==> src/rtl/sck_pkg.sv <==
package sck_pkg;
  // Read-select encoding for location 0 reads
  typedef enum logic [1:0] {
    SEL_HELD = 2'd0,
    SEL_DUR  = 2'd1,
    SEL_TLO  = 2'd2,
    SEL_THI  = 2'd3
  } rd_sel_e;

  localparam int SEL_W = 2;

  // Register locations
  localparam logic LOC_HELD = 1'b0;
  localparam logic LOC_SEL  = 1'b1;
endpackage

==> src/rtl/sck_sleep_seq.sv <==
// Tracks the radio sleep state and generates the one-cycle restore strobe.
module sck_sleep_seq (
  input  logic clk,
  input  logic rst,
  input  logic sleep_enter_stb,
  input  logic wake_stb,
  output logic asleep_q,
  output logic capture,
  output logic wake_hit,
  output logic restore_stb_q
);
  assign capture  = sleep_enter_stb && !asleep_q;
  assign wake_hit = wake_stb && asleep_q;

  always_ff @(posedge clk) begin
    if (rst) begin
      asleep_q      <= 1'b0;
      restore_stb_q <= 1'b0;
    end else begin
      restore_stb_q <= wake_hit;
      if (capture)
        asleep_q <= 1'b1;
      else if (wake_hit)
        asleep_q <= 1'b0;
    end
  end
endmodule

==> src/rtl/sck_hold.sv <==
// Holds the counter copy: capture, staged software write, restore value.
module sck_hold #(
  parameter int CNT_W = 10
) (
  input  logic             clk,
  input  logic             rst,
  input  logic             capture,
  input  logic [CNT_W-1:0] fine_cnt,
  input  logic             asleep,
  input  logic             wake_hit,
  input  logic             wr_en,
  input  logic [CNT_W-1:0] wdata,
  output logic [CNT_W-1:0] held_q,
  output logic [CNT_W-1:0] restore_val_q
);
  logic             pend_q;
  logic [CNT_W-1:0] stage_q;
  logic             commit;

  // A staged write commits one cycle later, only if still asleep and not waking
  assign commit = pend_q && asleep && !wake_hit;

  always_ff @(posedge clk) begin
    if (rst) begin
      pend_q        <= 1'b0;
      stage_q       <= '0;
      held_q        <= '0;
      restore_val_q <= '0;
    end else begin
      pend_q <= wr_en && asleep && !capture;
      if (wr_en)
        stage_q <= wdata;
      if (capture)
        held_q <= fine_cnt;
      else if (commit)
        held_q <= stage_q;
      if (wake_hit)
        restore_val_q <= held_q;
    end
  end
endmodule

==> src/rtl/sck_rdmux.sv <==
// Registered read-back multiplexer.
module sck_rdmux
  import sck_pkg::*;
#(
  parameter int CNT_W  = 10,
  parameter int TIME_W = 19,
  parameter int REG_W  = 16
) (
  input  logic              clk,
  input  logic              rst,
  input  logic              rd,
  input  logic              addr,
  input  rd_sel_e           sel,
  input  logic [CNT_W-1:0]  held,
  input  logic [CNT_W-1:0]  dur,
  input  logic [TIME_W-1:0] stime,
  input  logic              stat,
  output logic [REG_W-1:0]  rdata_q
);
  localparam int HI_W = TIME_W - CNT_W;

  logic [CNT_W-1:0] field;
  logic [REG_W-1:0] next_rd;

  always_comb begin
    unique case (sel)
      SEL_HELD: field = held;
      SEL_DUR:  field = dur;
      SEL_TLO:  field = stime[CNT_W-1:0];
      default:  field = CNT_W'({stat, stime[TIME_W-1:CNT_W]});
    endcase
    if (addr == LOC_SEL)
      next_rd = REG_W'(sel);
    else
      next_rd = REG_W'(field);
  end

  always_ff @(posedge clk) begin
    if (rst)
      rdata_q <= '0;
    else if (rd)
      rdata_q <= next_rd;
  end

  initial begin
    if (HI_W + 1 > CNT_W)
      $error("sleep time upper field wider than the held value");
  end
endmodule

==> src/rtl/sleep_cnt_keeper.sv <==
module sleep_cnt_keeper
  import sck_pkg::*;
#(
  parameter int CNT_W  = 10,
  parameter int TIME_W = 19,
  parameter int REG_W  = 16
) (
  input  logic              clk,
  input  logic              rst,
  input  logic              reg_addr,
  input  logic              reg_wr,
  input  logic              reg_rd,
  input  logic [REG_W-1:0]  reg_wdata,
  output logic [REG_W-1:0]  reg_rdata,
  input  logic              sleep_enter_stb,
  input  logic              wake_stb,
  input  logic [CNT_W-1:0]  fine_cnt,
  input  logic [CNT_W-1:0]  dbg_sleep_dur,
  input  logic [TIME_W-1:0] dbg_sleep_time,
  input  logic              dbg_sleep_stat,
  output logic              restore_stb,
  output logic [CNT_W-1:0]  restore_val
);
  logic             asleep_q;
  logic             capture;
  logic             wake_hit;
  logic [CNT_W-1:0] held_q;
  rd_sel_e          sel_q;
  logic             unused_wbits;

  assign unused_wbits = ^reg_wdata[REG_W-1:CNT_W];

  always_ff @(posedge clk) begin
    if (rst)
      sel_q <= SEL_HELD;
    else if (reg_wr && reg_addr == LOC_SEL)
      sel_q <= rd_sel_e'(reg_wdata[SEL_W-1:0]);
  end

  sck_sleep_seq u_seq (
    .clk             (clk),
    .rst             (rst),
    .sleep_enter_stb (sleep_enter_stb),
    .wake_stb        (wake_stb),
    .asleep_q        (asleep_q),
    .capture         (capture),
    .wake_hit        (wake_hit),
    .restore_stb_q   (restore_stb)
  );

  sck_hold #(.CNT_W(CNT_W)) u_hold (
    .clk           (clk),
    .rst           (rst),
    .capture       (capture),
    .fine_cnt      (fine_cnt),
    .asleep        (asleep_q),
    .wake_hit      (wake_hit),
    .wr_en         (reg_wr && reg_addr == LOC_HELD),
    .wdata         (reg_wdata[CNT_W-1:0]),
    .held_q        (held_q),
    .restore_val_q (restore_val)
  );

  sck_rdmux #(.CNT_W(CNT_W), .TIME_W(TIME_W), .REG_W(REG_W)) u_rd (
    .clk     (clk),
    .rst     (rst),
    .rd      (reg_rd),
    .addr    (reg_addr),
    .sel     (sel_q),
    .held    (held_q),
    .dur     (dbg_sleep_dur),
    .stime   (dbg_sleep_time),
    .stat    (dbg_sleep_stat),
    .rdata_q (reg_rdata)
  );
endmodule

==> config.mk <==
export PLATFORM = sky130hd
export DESIGN_NAME = sleep_cnt_keeper
export DESIGN_NICKNAME = d
export VERILOG_FILES = /design/src/rtl/sck_pkg.sv /design/src/rtl/sck_sleep_seq.sv /design/src/rtl/sck_hold.sv /design/src/rtl/sck_rdmux.sv /design/src/rtl/sleep_cnt_keeper.sv
export SDC_FILE = /design/constraint.sdc
export NUM_CORES = 1
export LEC_CHECK = 0
export ABC_CLOCK_PERIOD_IN_PS = 1600
export BUFFER_PORTS_ARGS = -buffer_cell sky130_fd_sc_hd__buf_2
export CORE_UTILIZATION = 30
export CTS_BUF_LIST = sky130_fd_sc_hd__clkbuf_4
export DETAILED_ROUTE_END_ITERATION = 16
export HOLD_SLACK_MARGIN = 0.1
export PLACE_DENSITY = 0.58
export REMOVE_ABC_BUFFERS = 1
export SYNTH_ARGS = -nofsm -noshare
export SYNTH_HDL_FRONTEND = slang
export SYNTH_SLANG_ARGS = --single-unit
==> constraint.sdc <==
create_clock -name clk -period 1.6 [get_ports clk]
set_clock_uncertainty 0.1 [all_clocks]
set_input_delay 0.08 -clock clk [delete_from_list [all_inputs] [get_ports clk]]
set_output_delay 0.08 -clock clk [all_outputs]
set_load 0.005 [all_outputs]
# Yosys cells after proc, flatten, opt, wreduce, memory -nomap -nowiden
# Cells that the tools add are included.
totals:
  elab_cells: 31
  rom_bits: 0
  reg_bits: 51
  in_bits: 63
  output_inout_bits: 27
  latch_bits: 0
  n_memories: 0
  ramBits: 0
classes:
  shift: 0
  add_sub_neg: 0
  n_div: 0
  mul: 0
  order_cmp: 0
  n_eq_ne: 2
  n_reduce_logical: 14
  bitwise_logic: 1
  muxes: 6
op_table:
  columns: ["cell", "n"]
  rows:
  - ["$mux W10", 3]
  - ["$pmux W10 S3", 1]
  - ["$logic_and A1 B1 Y1", 8]
  - ["$reduce_bool A2 Y1", 2]
  - ["$logic_not A1 Y1", 3]
  - ["$eq A2 B1 Y1 const B", 1]
  - ["$eq A2 B2 Y1 const B", 1]
  - ["$logic_not A2 Y1", 1]
  - ["$mux W1", 2]
  - ["$not A1 Y1", 1]

# Depth between registers and ports, before layout
depth:
  depth_word: 5
  mapped_depth: 5

# Modules after synthesis
# Synthesis repeated with hierarchy kept, for this count alone.
hier_totals:
  hier_cells: 207
  area_unflattened_um2: 2112.0
by_module_without_submodules:
  columns: ["module", "n_inst", "area_per_inst_um2", "seq_area_each_um2", "cells_each"]
  rows:
  - ["sck_hold", 1, 1277.5, 620.6, 122]
  - ["sck_rdmux", 1, 671.9, 200.2, 69]
  - ["sleep_cnt_keeper", 1, 86.3, 40.0, 9]
  - ["sck_sleep_seq", 1, 76.3, 40.0, 7]

# Worst setup path after synthesis
# Ideal clock, no wire load.
synth_timing:
  path_type: "register to register"
  from: "reg sel_q[1]"
  to: "reg u_rd.rdata_q[8]"
  arrival_ps: 1198
  setup_time_ps: 114
  t_required_ps: 1386
  setup_slack_ps: 188
  path_stages_with_launch: 5
  cell_sequence: "dfxtp_1 buf_1 mux2i_1 o22ai_2 a21o_1"
synth_via:
  elab_chain_cells: 3
synth_rtl:
  columns: ["element", "line_no", "source"]
  rows:
  - ["start: declaration", "sleep_cnt_keeper.sv:28", "rd_sel_e sel_q;"]
  - ["start signal: assignment", "sleep_cnt_keeper.sv:37", "sel_q <= rd_sel_e'(reg_wdata[SEL_W-1:0]);"]
  - ["$eq A2 B2 Y1, or another cell as far along", "sck_rdmux.sv:26", "unique case (sel)"]
  - ["$pmux W10 S3 *", "sck_rdmux.sv:26", null]
  - ["$mux W10 *", "sck_rdmux.sv:32", "if (addr == LOC_SEL)"]
  - ["end signal: assignment", "sck_rdmux.sv:42", "rdata_q <= next_rd;"]
  - ["end: declaration", "sck_rdmux.sv:18", "output logic [REG_W-1:0] rdata_q"]
# Every way passes the cells marked *; elsewhere a longest branch is shown, timed or not.
# A chain may end at the register's enable or synchronous reset.

# Worst setup path after layout
layout_timing:
  from: "reg u_seq.asleep_q"
  to: "reg u_hold.held_q[4]"
layout_via:
  elab_chain_cells: 4
layout_rtl:
  columns: ["element", "line_no", "source"]
  rows:
  - ["start: declaration", "sck_sleep_seq.sv:7", "output logic asleep_q,"]
  - ["start signal: assignment", "sck_sleep_seq.sv:17", "asleep_q <= 1'b0;"]
  - ["start signal: assignment", "sck_sleep_seq.sv:22", "asleep_q <= 1'b1;"]
  - ["start signal: assignment", "sck_sleep_seq.sv:24", "asleep_q <= 1'b0;"]
  - ["$logic_and A1 B1 Y1", "sck_sleep_seq.sv:13", "assign wake_hit = wake_stb && asleep_q;"]
  - ["$logic_not A1 Y1", "sck_hold.sv:21", "assign commit = pend_q && asleep && !wake_hit;"]
  - ["$logic_and A1 B1 Y1", "sck_hold.sv:21", null]
  - ["$reduce_bool A2 Y1 (no line)", null, null]
  - ["end signal: assignment", "sck_hold.sv:34", "held_q <= fine_cnt;"]
  - ["end signal: assignment", "sck_hold.sv:36", "held_q <= stage_q;"]
  - ["end: declaration", "sck_hold.sv:13", "output logic [CNT_W-1:0] held_q,"]
# Parallel ways exist; a longest one is shown, timed or not.

==> results.md <==
- Ys Warns: 0
- Post-layout nets: 417
- Final cell area excluding filler cells: 3090 sq um
- Worst-path clk slew: 130 ps
- Yosys top cell by area: dfxtp_1
- Post-Syn Area per Cell: 8.81 sq um
- Fraction of layout cells with a size suffix above 1: 29.3%
- Top Ports: 90
- Final worst-path cycle share: 93.3%
- Area of the multi-input gates: 941 sq um
- Final setup viols: 0
- Rel. slew slack: 47.9%
- Endpoints failing hold: 0
- GPL Wtd Cong: 0.794
- CTS buffer count: 5
- Synth unique cells: 30
- Die Area: 6940 sq um
- Post-DP HPWL: 3.65 mm
- PD cells: 810 nW/um^2
- Commonest non-fill, non-tap cell in the layout: buf_2
- Slew at the pin with the worst max-slew slack: 777 ps
- Leak: 1.42 nW
- Worst hold stages: 3
- Dpl ws: 138 ps
- Fillers: 580
- Flop-to-flop setup slack: 110 ps
- CP Capture Type: register
- Worst Path Max Fanout: 10
- Vias in the first global route: 2062
- Most frequent cells in the layout: buf_2 (77), dlygate4sd3_1 (56), dfxtp_1 (45)
- Hold_sp: wake_stb
- Max Buffers Root-to-Sink: 2
- Critical R2R Capture: u_hold.held_q[4]
- Max-cap check violation count: 0
- Final WL: 5.77 mm
- ANT nets after route: 0
- Setup ws final: 107 ps
- Core ar.: 6350 sq um
- CP Data Required Time: 1810 ps
- Worst Setup SP: u_seq.asleep_q
- Max Fclk: 670 MHz
- Largest net degree at the start of global routing: 34
- Post-synthesis sequential area ratio: 45.4%
- Postcts setup bufs: 0
- Die Height: 83.3 microns
- GRT overflow: 0
- Cells after synthesis: 225
- DRT iter0 DRCs: 74
- Chip width: 83.3 microns
- Row cnt: 29
- Aggregate global-route resource usage: 17.3%
- Post-detailed-route wirelength per cell: 13.4 microns
- Hold Crit Class: in -> reg
- Setup CP Type: reg -> reg
- #FFs+latches synth: 45
- H-tree levels: 2
- Global-route wire length before repair: 9.49 mm
- Setup TNS: 0 ps
- Critical Path End: u_hold.held_q[4]
- Final Max Tran Viols: 0
- # diodes: 0
- CP arrival: 1710 ps
- Antenna violations before repair: 0
- CTS root buf: clkbuf_4
- Clk_lat worst skew: 360 ps
- DR vias/cell: 4.64
- CTS tree: built
- Area Overhead vs Synth: 55.6%
- R2R cell count: 2
- Crit start category: register
- Outcome: finished, final reports clean
- Starting density of the core: 31.2%
- Clk sink count: 45
- Unrepaired setup endpoints after global routing: false
- Min cycle time layout: 1490 ps
- Peak VDD IR: 0.427 mV
- Vias: 2004
- First-pass DRT Iterations: 4
- R2r startpoint: u_seq.asleep_q
- Post-synth top area share: 45.4%
- Cell Area, Placed: 2420 sq um
- Residual DRC count: 0
- Reg area: 901 sq um
- Port Buffers: 77
- Top post-synthesis cells by area: dfxtp_1 (45%), mux2i_1 (10%), nand2_1 (8.3%), a21oi_1 (8.1%), o221a_2 (5.7%)
- Mapped Area: 1980 sq um
-- how the worst min path moves through the flow --
stage	endpoint	slack [ps]
after floorplan	sel_q[0]	50
after global placement	u_hold.stage_q[7]	230
after detailed placement	u_hold.stage_q[5]	230
after CTS	u_seq.restore_stb_q	130
after global routing	u_seq.restore_stb_q	190
final	u_seq.restore_stb_q	140
-- Yosys cell counts --
cell type / instances
buf_2: 3
conb_1: 1
dfxtp_1: 45
and2_1: 1
o221a_2: 10
buf_4: 6
mux2i_1: 20
and2b_1: 1
o211a_1: 2
buf_6: 2
inv_1: 11
nor3_1: 1
a21o_1: 8
buf_1: 3
nor3b_1: 1
nor2_1: 3
a31oi_1: 2
nand3_1: 2
nand3b_1: 1
nand4bb_1: 1
nor2b_1: 4
nand2b_1: 1
o21ai_0: 2
or4b_4: 1
o22ai_2: 1
a21oi_1: 32
clkbuf_1: 8
nand2_1: 44
o21ai_1: 1
o22ai_1: 7
-- worst max-delay path, cell delays in order, from the launching register on --
cell and delay [ps]:
dfxtp_1 390, o21ai_1 640, o221a_2 320
-- state kept, by name (all words and copies together) (netlist names) --
register	cells
u_seq.restore_stb_q	1
sel_q	2
u_hold.restore_val_q	10
u_seq.asleep_q	1
u_hold.pend_q	1
u_rd.rdata_q	10
u_hold.held_q	10
u_hold.stage_q	10
-- per-stage QoR --
stage	hold WS, ps	total power, mW	std cells	util, %
after floorplan	49.1	1.39	208	-
after global placement	225	1.54	368	38.1
after detailed placement	226	1.55	368	38.1
after CTS	132	2.52	432	48.5
after global routing	188	2.63	432	48.6
final	136	2.50	432	48.6
-- cells by family after synthesis --
logic type | after synthesis | synth area share (%)
AO/OA/AOI/OAI | 65 | 22.0
buffers and inverters | 33 | 8.33
flip-flops | 45 | 45.4
multiplexers | 20 | 10.1
other | 1 | 0.189
AND/OR/NAND/NOR | 61 | 13.9
-- metal layers --
| layer | GRT usage [%] | wire, microns |
|---|---|---|
| met4 | 9.72 | 176 |
| met2 | 29.0 | 2740 |
| met3 | 2.98 | 234 |
| met1 | 20.9 | 2620 |
| met5 | 0 | 0 |
-- area by class of cell --
cell class                      instances  area share [%]
Sequential cell                        45            29.2
Tap cell                               77            3.12
Multi-Input combinational cell        152            30.5
Inverter                               11            1.34
Clock buffer                            5            1.22
Timing Repair Buffer                  139            32.5
Clock inverter                          3            2.11
-- where the power goes --
group	switching, mW	internal [mW]
Clock	0.383	0.484
Combinational	0.169	0.244
Sequential	0.0439	1.18
-- repair_timing --
action,4_1_cts,5_1_grt
gates resized for setup,0,1
hold buffers,56,0
setup endpoints to repair,0,1
hold endpoints to repair,37,0
No activity file was read; power rests on OpenSTA's default activity.
